File: config.mk
export PLATFORM = sky130hd
export DESIGN_NAME = boot_exit_seq
export DESIGN_NICKNAME = d
export VERILOG_FILES = /design/src/rtl/boot_seq_pkg.sv /design/src/rtl/boot_hold_timer.sv /design/src/rtl/boot_cfg_latch.sv /design/src/rtl/boot_exit_seq.sv
export SDC_FILE = /design/constraint.sdc
export NUM_CORES = 1
export LEC_CHECK = 0
export ABC_AREA = 1
export BUFFER_PORTS_ARGS = -buffer_cell sky130_fd_sc_hd__buf_4
export CAP_MARGIN = 20
export CORE_MARGIN = 8
export CORE_UTILIZATION = 51
export CTS_CLUSTER_DIAMETER = 150
export CTS_CLUSTER_SIZE = 10
export DETAILED_ROUTE_END_ITERATION = 10
export PLACE_DENSITY_LB_ADDON = 0.2
export SYNTH_ARGS = -nofsm -noshare
export SYNTH_HDL_FRONTEND = slang
export SYNTH_SLANG_ARGS = --single-unit
File: constraint.sdc
create_clock -name clk -period 2.4 [get_ports clk]
set_input_delay 0.36 -clock clk [delete_from_list [all_inputs] [get_ports clk]]
set_output_delay 0.36 -clock clk [all_outputs]
set_load 0.05 [all_outputs]
File: src/rtl/boot_seq_pkg.sv
package boot_seq_pkg;

    localparam int unsigned DIV_W        = 4;
    localparam int unsigned OPT_W        = 2;
    localparam int unsigned OPT_FAST_BIT = 0;
    localparam int unsigned OPT_PORT_BIT = 1;

    typedef enum logic [2:0] {
        PH_POR    = 3'd0,
        PH_CLKGEN = 3'd1,
        PH_CLKON  = 3'd2,
        PH_FLASH  = 3'd3,
        PH_WAITFL = 3'd4,
        PH_RUN    = 3'd5
    } phase_e;

    typedef struct packed {
        logic [DIV_W-1:0] core;
        logic [DIV_W-1:0] bus;
        logic [DIV_W-1:0] flash;
    } div_set_t;

    localparam div_set_t DIV_SLOW = '{core: DIV_W'(7), bus: DIV_W'(7), flash: DIV_W'(15)};
    localparam div_set_t DIV_FAST = '{core: DIV_W'(0), bus: DIV_W'(0), flash: DIV_W'(1)};

    function automatic div_set_t div_preset(input logic fast);
        return fast ? DIV_FAST : DIV_SLOW;
    endfunction

endpackage

File: src/rtl/boot_hold_timer.sv
module boot_hold_timer #(
    parameter int unsigned HOLD_CYCLES = 128
) (
    input  logic clk,
    input  logic arst_n,
    input  logic run,
    output logic done
);
    localparam int unsigned CW = (HOLD_CYCLES < 2) ? 1 : $clog2(HOLD_CYCLES);
    localparam logic [CW-1:0] LAST = CW'(HOLD_CYCLES - 1);

    typedef struct packed {
        logic [CW-1:0] cnt;
    } tmr_t;

    tmr_t cur_q, nxt_d;

    always_comb begin
        nxt_d = cur_q;
        done  = run && (cur_q.cnt == LAST);
        if (!run || done) begin
            nxt_d.cnt = '0;
        end else begin
            nxt_d.cnt = cur_q.cnt + CW'(1);
        end
    end

    always_ff @(posedge clk or negedge arst_n) begin
        if (!arst_n) begin
            cur_q <= '0;
        end else begin
            cur_q <= nxt_d;
        end
    end


    cnt_range_chk: assert property (@(posedge clk) disable iff (!arst_n)
        cur_q.cnt <= LAST);


    idle_clear_chk: assert property (@(posedge clk) disable iff (!arst_n)
        !run |=> cur_q.cnt == '0);

endmodule

File: src/rtl/boot_cfg_latch.sv
module boot_cfg_latch
    import boot_seq_pkg::*;
(
    input  logic             clk,
    input  logic             arst_n,
    input  logic             clr,
    input  logic             cap_opt,
    input  logic             cap_mode,
    input  logic [OPT_W-1:0] opt,
    input  logic             bootsel_n,
    output div_set_t         divs,
    output logic             boot_serial
);
    typedef struct packed {
        logic fast;
        logic port_en;
        logic serial;
        logic settled;
    } cfg_t;

    cfg_t cur_q, nxt_d;

    always_comb begin
        nxt_d = cur_q;
        if (clr) begin
            nxt_d = '0;
        end else begin
            if (cap_opt) begin
                nxt_d.fast    = opt[OPT_FAST_BIT];
                nxt_d.port_en = opt[OPT_PORT_BIT];
                nxt_d.settled = 1'b1;
            end
            if (cap_mode) begin
                nxt_d.serial = cur_q.port_en & ~bootsel_n;
            end
        end
        divs        = div_preset(cur_q.fast);
        boot_serial = cur_q.serial;
    end

    always_ff @(posedge clk or negedge arst_n) begin
        if (!arst_n) begin
            cur_q <= '0;
        end else begin
            cur_q <= nxt_d;
        end
    end


    port_off_chk: assert property (@(posedge clk) disable iff (!arst_n)
        !cur_q.port_en |-> !boot_serial);


    frozen_cfg_chk: assert property (@(posedge clk) disable iff (!arst_n)
        (cur_q.settled && !clr && !cap_opt) |=> $stable(divs) && $stable(cur_q.port_en));

endmodule

File: src/rtl/boot_exit_seq.sv
module boot_exit_seq
    import boot_seq_pkg::*;
#(
    parameter int unsigned HOLD_CYCLES = 128,
    parameter int unsigned BUS_CLKS    = 2
) (
    input  logic                clk,
    input  logic                supply_ok,
    input  logic                vreg_safe,
    input  logic                flash_init_done,
    input  logic                bootsel_n,
    input  logic [OPT_W-1:0]    boot_opt,
    output logic                sys_rst,
    output logic                rst_pin_drive_low,
    output logic                clkgen_en,
    output logic                core_clk_en,
    output logic                sys_clk_en,
    output logic                flash_clk_en,
    output logic [BUS_CLKS-1:0] bus_clk_en,
    output logic                flash_rst,
    output logic [DIV_W-1:0]    div_core,
    output logic [DIV_W-1:0]    div_bus,
    output logic [DIV_W-1:0]    div_flash,
    output logic                boot_serial
);
    typedef struct packed {
        phase_e ph;
    } seq_t;

    seq_t     cur_q, nxt_d;
    logic     hold_run, hold_done;
    logic     cap_opt, cap_mode, clr_cfg;
    logic     clocks_on;
    div_set_t divs;

    boot_hold_timer #(.HOLD_CYCLES(HOLD_CYCLES)) u_hold (
        .clk    (clk),
        .arst_n (supply_ok),
        .run    (hold_run),
        .done   (hold_done)
    );

    boot_cfg_latch u_cfg (
        .clk         (clk),
        .arst_n      (supply_ok),
        .clr         (clr_cfg),
        .cap_opt     (cap_opt),
        .cap_mode    (cap_mode),
        .opt         (boot_opt),
        .bootsel_n   (bootsel_n),
        .divs        (divs),
        .boot_serial (boot_serial)
    );

    always_comb begin
        nxt_d    = cur_q;
        hold_run = 1'b0;
        cap_opt  = 1'b0;
        cap_mode = 1'b0;
        unique case (cur_q.ph)
            PH_POR:    nxt_d.ph = PH_CLKGEN;
            PH_CLKGEN: nxt_d.ph = PH_CLKON;
            PH_CLKON:  nxt_d.ph = PH_FLASH;
            PH_FLASH: begin
                hold_run = 1'b1;
                if (hold_done) begin
                    nxt_d.ph = PH_WAITFL;
                    cap_opt  = 1'b1;
                end
            end
            PH_WAITFL: begin
                if (flash_init_done) begin
                    nxt_d.ph = PH_RUN;
                    cap_mode = 1'b1;
                end
            end
            PH_RUN:    nxt_d.ph = PH_RUN;
            default:   nxt_d.ph = PH_POR;
        endcase
        if (!supply_ok || !vreg_safe) begin
            nxt_d.ph = PH_POR;
            hold_run = 1'b0;
            cap_opt  = 1'b0;
            cap_mode = 1'b0;
        end
        clr_cfg = (nxt_d.ph == PH_POR);
    end

    always_ff @(posedge clk or negedge supply_ok) begin
        if (!supply_ok) begin
            cur_q <= '{ph: PH_POR};
        end else begin
            cur_q <= nxt_d;
        end
    end

    always_comb begin
        sys_rst           = (cur_q.ph != PH_RUN);
        rst_pin_drive_low = (cur_q.ph == PH_POR) || (cur_q.ph == PH_CLKGEN) ||
                            (cur_q.ph == PH_CLKON) || (cur_q.ph == PH_FLASH);
        clkgen_en         = (cur_q.ph != PH_POR);
        clocks_on         = clkgen_en && (cur_q.ph != PH_CLKGEN);
        flash_rst         = (cur_q.ph == PH_POR) || (cur_q.ph == PH_CLKGEN) ||
                            (cur_q.ph == PH_CLKON);
        core_clk_en       = clocks_on;
        sys_clk_en        = clocks_on;
        flash_clk_en      = clocks_on;
        bus_clk_en        = {BUS_CLKS{clocks_on}};
        div_core          = divs.core;
        div_bus           = divs.bus;
        div_flash         = divs.flash;
    end


    phase1_chk: assert property (@(posedge clk) disable iff (!supply_ok)
        $rose(clkgen_en) |-> !core_clk_en && flash_rst && sys_rst);


    clk_order_chk: assert property (@(posedge clk) disable iff (!supply_ok)
        (core_clk_en || flash_clk_en) |-> clkgen_en);


    flash_early_chk: assert property (@(posedge clk) disable iff (!supply_ok)
        $fell(flash_rst) |-> rst_pin_drive_low && sys_rst);


    hold_len_chk: assert property (@(posedge clk) disable iff (!supply_ok)
        $fell(rst_pin_drive_low) |-> $past(hold_done));


    rel_order_chk: assert property (@(posedge clk) disable iff (!supply_ok)
        $fell(sys_rst) |-> !rst_pin_drive_low && !flash_rst && $past(flash_init_done));


    vreg_drop_chk: assert property (@(posedge clk) disable iff (!supply_ok)
        !vreg_safe |=> sys_rst && rst_pin_drive_low && flash_rst && !clkgen_en);

endmodule

======== Word level (Yosys, flattened, before mapping) ========
Index checks and enable logic that the tools add are counted.
storage, ports and cells
  register bits ........................... 13
  input bits .............................. 7
  output and inout bits ................... 22
cells by class
  add/sub/neg operators ................... 1
  equality and inequality tests ........... 8
  multiplexer cells ....................... 18
  bitwise logic cells ..................... 2
  reduce and logical (&&, ||, !) cells .... 15
operator list
  operator             count
  $pmux 3 s6           1
  $mux 11              1
  $mux 1               10
  $mux 3               3
  $add 7x1->7 const B  1
  $eq 7x7->1 const B   1
  $mux 7               1
  $eq 3x2->1 const B   2
  $eq 3x3->1 const B   2
  $logic_not 3->1      2
  $logic_or 1x1->1     5
  $mux 4               1
  $reduce_bool 2->1    2
  $eq 3x1->1 const B   1
  $logic_not 1->1      3
  $ne 3x1->1 const B   1
  $ne 3x3->1 const B   1
  $reduce_bool 3->1    1
  $logic_and 1x1->1    2
  $mux 2               1
  $and 1x1->1          1
  $not 1->1            1

======== Logic depth before layout (Yosys ltp) ========
  depth in word-level cells ............... 9
  gate-level depth with buffers ........... 6
  gate-level depth less buffers ........... 6

======== Cells and area by module ========
From an unflattened synthesis, not the netlist that was laid out.
unflattened totals
  cell total of the unflattened synthesis .. 108
  area, all modules ....................... 818.3 um2
by module, submodules not included
  module           instances  cells each  area an instance (um2)  sequential area each (um2)
  boot_hold_timer  1          40          359.1                   175.2
  boot_exit_seq    1          38          236.5                   75.1
  boot_cfg_latch   1          30          222.7                   75.1

======== Worst setup path before layout ========
No wires, ideal clock.
  path type ............................... register to output
  start ................................... reg cur_q[2] (netlist bit)
  end ..................................... out bus_clk_en[0]
  data arrival time ....................... 1358 ps
  data required time ...................... 2040 ps
  setup slack ............................. 682 ps
  cell stages (with the launch flop) ...... 4
  cells stage by stage .................... dfrtp_1 inv_4 nand2_1 buf_4
between the ends
  word-level cells in the longest chain between the ends .. 2
RTL lines
  what                                                    RTL line                                    text
  start: declaration                                      boot_exit_seq.sv:30                         seq_t cur_q, nxt_d;
  start signal: assignment                                boot_exit_seq.sv:91                         cur_q <= '{ph: PH_POR};
  start signal: assignment                                boot_exit_seq.sv:93                         cur_q <= nxt_d;
  $ne 3x1->1 / $reduce_bool 3->1 (equally long branches)  boot_exit_seq.sv:102, boot_exit_seq.sv:101
  $logic_and 1x1->1 (*)                                   boot_exit_seq.sv:102                        clocks_on = clkgen_en && (cur_q.ph != PH_CLKGEN);
  end: declaration                                        boot_exit_seq.sv:19                         output logic [BUS_CLKS-1:0] bus_clk_en,
Mark *: on every way between the ends. The rest lies on a longest branch, timed or not.

======== Final worst setup path ========
  start ................................... in supply_ok
  end ..................................... reg u_cfg.cur_q, in the netlist u_cfg.boot_serial
between the ends
  word-level cells in the longest chain between the ends .. 9
RTL lines
  what                                                RTL line               text
  start: declaration                                  boot_exit_seq.sv:8     input logic supply_ok,
  $logic_not 1->1 (no source line) (*)                n/a
  $logic_or 1x1->1 (*)                                boot_exit_seq.sv:80    if (!supply_ok || !vreg_safe) begin
  $mux 1                                              boot_exit_seq.sv:80
  $logic_and 1x1->1                                   boot_hold_timer.sv:20  done = run && (cur_q.cnt == LAST);
  $mux 3                                              boot_exit_seq.sv:66    if (hold_done) begin
  $pmux 3 s6                                          boot_exit_seq.sv:60    unique case (cur_q.ph)
  $mux 3                                              boot_exit_seq.sv:80
  $logic_not 3->1                                     boot_exit_seq.sv:86    clr_cfg = (nxt_d.ph == PH_POR);
  $mux 4 / $reduce_bool 2->1 (equally long branches)  n/a
  end signal: assignment                              boot_cfg_latch.sv:45   cur_q <= nxt_d;
  end: declaration                                    boot_cfg_latch.sv:21   cfg_t cur_q, nxt_d;
Marks and branches as above.
A chain may end at the register's enable or synchronous reset.

==> results by group <==
Status
  – Outcome: completed

GRT
  – Total GRT Usage: 0.1005
  – Initial antenna violation count: 0
  – Vias in the first global route: 574
  – Largest net degree at the start of global routing: 15
  – GRT overflow: 0
  – First-pass GRT wire length: between 2000 and 3000 um

Pwr
  – Part of the power in combinational logic: 0.143
  – Switching part of the total power: 0.2850
  – P_leak: 0.5029 nW
  – Reg power frac: 0.534
  – Pwr dens: 442.9 nW/um2
  – Pint: ~0.0003 W
  – Clock share of power: 0.323
  – Switching power: 0.0001191 W
  – Worst VDD drop: roughly 0.32 mV

Worst hold path
  – Hold Path Sink: u_cfg.cur_q[2]
  – Hold Path Stages: 3
  – Worst min path class: in -> reg
  – Min-delay src: boot_opt[1]

Logic synthesis
  – Area contributors post-synth: dfrtp_1 40%, buf_4 14%, nor2_1 7.0%
  – Cell accounting for the most synthesized area: dfrtp_1
  – Syn Inst Count: 94
  – Synthesized flop and latch total: 13
  – Synth Warn #: 0
  – Area share of the largest cell type after synthesis: 0.4031
  – Register area share after synthesis: 0.4031
  – Synth Cell Area: ~810 um2
  – Avg Cell Area, Syn: 8.585 um2
  – Distinct cells, synth: 23

Timing
  – Setup TNS: 0 ns
  – Setup ws final: 0.7605 ns
  – Worst hold slack: 0.3355 ns
  – Final worst-path cycle share: 0.6831
  – Hold Vio Cnt, Final: 0
  – RSZ-0062 raised after global routing: false
  – Fmax: 609.9 MHz
  – Setup-failing EPs final: 0
  – Count of final max-slew check failures: 0
  – Min Tclk post-route: 1.640 ns
  – Clk_skew: roughly 0.0046 ns

Clock tree
  – CTS Sinks: 13
  – CTS buffer count: 3
  – CTS Buffer Depth: 2
  – CTS tree: done
  – Post-CTS Setup Bufs: 0
  – Clock Latency Late Sink: 0.28 ns
  – H-Tree Depth: 1
  – Clk slew on worst S/H paths: around 0.080 ns
  – CTS Root Cell: clkbuf_4

Finish
  – Highest-count cells in the layout ignoring fill and taps: 25 x buf_4, 15 x nor2_1, 13 x dfrtp_1
  – Layout cells sized above 1: 0.3818
  – Antenna Cells: 0
  – Most common cell after layout, fill and taps aside: buf_4
  – Fillers: 135
  – Area Overhead vs Synth: 16.90%
  – Fin cells: 126
  – Nets@finish: 119

Floorplan
  – I/O Pins: 29
  – Initial Utilization: 0.5420
  – Die footprint: approximately 3100 um2
  – Die W: 55.78 um
  – Die Ht: roughly 56 um
  – Placeable Area: 1489 um2
  – FP Rows: 14

Job
  – Max Cap Viol: 0

Placement
  – GP Congestion: 0.7743
  – Dpl ws: 1.039 ns
  – DP HPWL: around 1200 um
  – Dpl cells: 121
  – Count of input and output buffers: 25

Routing
  – Routed vias: between 500 and 600
  – DRT iter0 DRCs: 4
  – Residual DRC: 0
  – Drt total wl: 1535 um
  – Antenna Violating Nets Remaining: 0
  – Via-to-Cell Ratio: between 4 and 5
  – Drt wl/cell: 12.18 um
  – DRT Pass-1 Iters: 3

Setup path
  – Critical Path RT: 2.62 ns
  – Critical path class: in -> reg
  – R2R cell count: 6
  – R2R Path End: u_cfg.cur_q[2]
  – Crit path capture type: flop
  – Reg-to-reg slack, setup: 1.08 ns
  – Worst r2r src: u_hold.cur_q[0]
  – CP Launch Type: input port
  – Crit path max fanout: 14
  – Critical Path AT: 1.86 ns
-- synthesized netlist by cell type, drive strengths merged --
cell type,count
nor2,17
buf,15
dfrtp,13
nand2,12
nand3,12
inv,10
a21oi,5
nand4,3
conb,2
and3,1
ha,1
o21ai,1
xnor2,1
xor2,1
-- final cells by class --
class,instances,area [um2],share of cell area
Tap cell,16,20.02,0.02122
Timing Repair Buffer,26,197.7,0.2095
Clock buffer,3,22.52,0.02387
Multi-Input combinational cell,57,332.8,0.3528
Clock inverter,1,5.005,0.005305
Sequential cell,13,325.3,0.3448
Inverter,10,40.04,0.04244
-- power groups by stage --
stage | registers (W) | clock network [W] | logic [W]
after floorplan | 0.000227 | 0 | 0.0000445
after global placement | 0.000228 | 0 | 0.0000582
after detailed placement | 0.000227 | 0 | 0.0000590
after CTS | 0.000223 | 0.000142 | 0.0000603
after global routing | 0.000223 | 0.000150 | 0.0000638
final | 0.000223 | 0.000135 | 0.0000596
-- metrics by stage --
step / power, W / cell area (um2) / util
detailed placement: 0.0002864 / 905.9 / 0.6084
global placement: 0.0002857 / 905.9 / 0.6084
global route: 0.0004373 / 943.4 / 0.6336
finish: 0.0004178 / 943.4 / 0.6336
CTS: 0.0004258 / 943.4 / 0.6336
floorplan: 0.0002716 / 810.8 / -
-- flip-flops by register name, summed over array words and instances (netlist names) --
register and cells:
cur_q 3, u_cfg.boot_serial 1, u_cfg.cur_q 2, u_hold.cur_q 7
-- worst max path at each step --
stage / from / end / slack, ns / cells after the start
floorplan: cur_q[2] / bus_clk_en[0] / 0.68 / 3
global placement: supply_ok / u_cfg.boot_serial / 1.07 / 7
detailed placement: supply_ok / u_cfg.boot_serial / 1.04 / 7
CTS: cur_q[2] / core_clk_en / 0.78 / 3
global route: supply_ok / u_cfg.boot_serial / 0.65 / 8
finish: supply_ok / u_cfg.boot_serial / 0.76 / 8
-- worst max-delay path, stage by stage --
cell	delay, ns
dlygate4sd3_1	0.53
buf_4	0.22
nand2_2	0.17
a21oi_2	0.26
inv_1	0.11
nor2_1	0.11
nand2_1	0.05
nand2_1	0.05
-- routing by layer --
metal  GRT usage  share of wire  vias to the layer above
met3     0.05251          0.079                        2
met4     0.05282         0.0065                        0
li1            -              -                      314
met5           0              0                        -
met1     0.09103           0.38                      266
met2      0.1763           0.53                       11
-- repair_timing --
item                      4_1_cts  5_1_grt
hold buffers                    1        0
hold endpoints to repair       13        0
gates resized for setup         0        0
-- cells by family after synthesis --
family,after synthesis,share of synthesized area
other,2,0.009306
adders and majority gates,1,0.01550
xor gates and xnor gates,2,0.02171
DFF,13,0.4031
buffers and inverters,25,0.1892
and+or+nand+nor,45,0.3101
AOI/OAI and AO/OA,6,0.05116
Note: power is estimated with default switching activity, not from simulation.
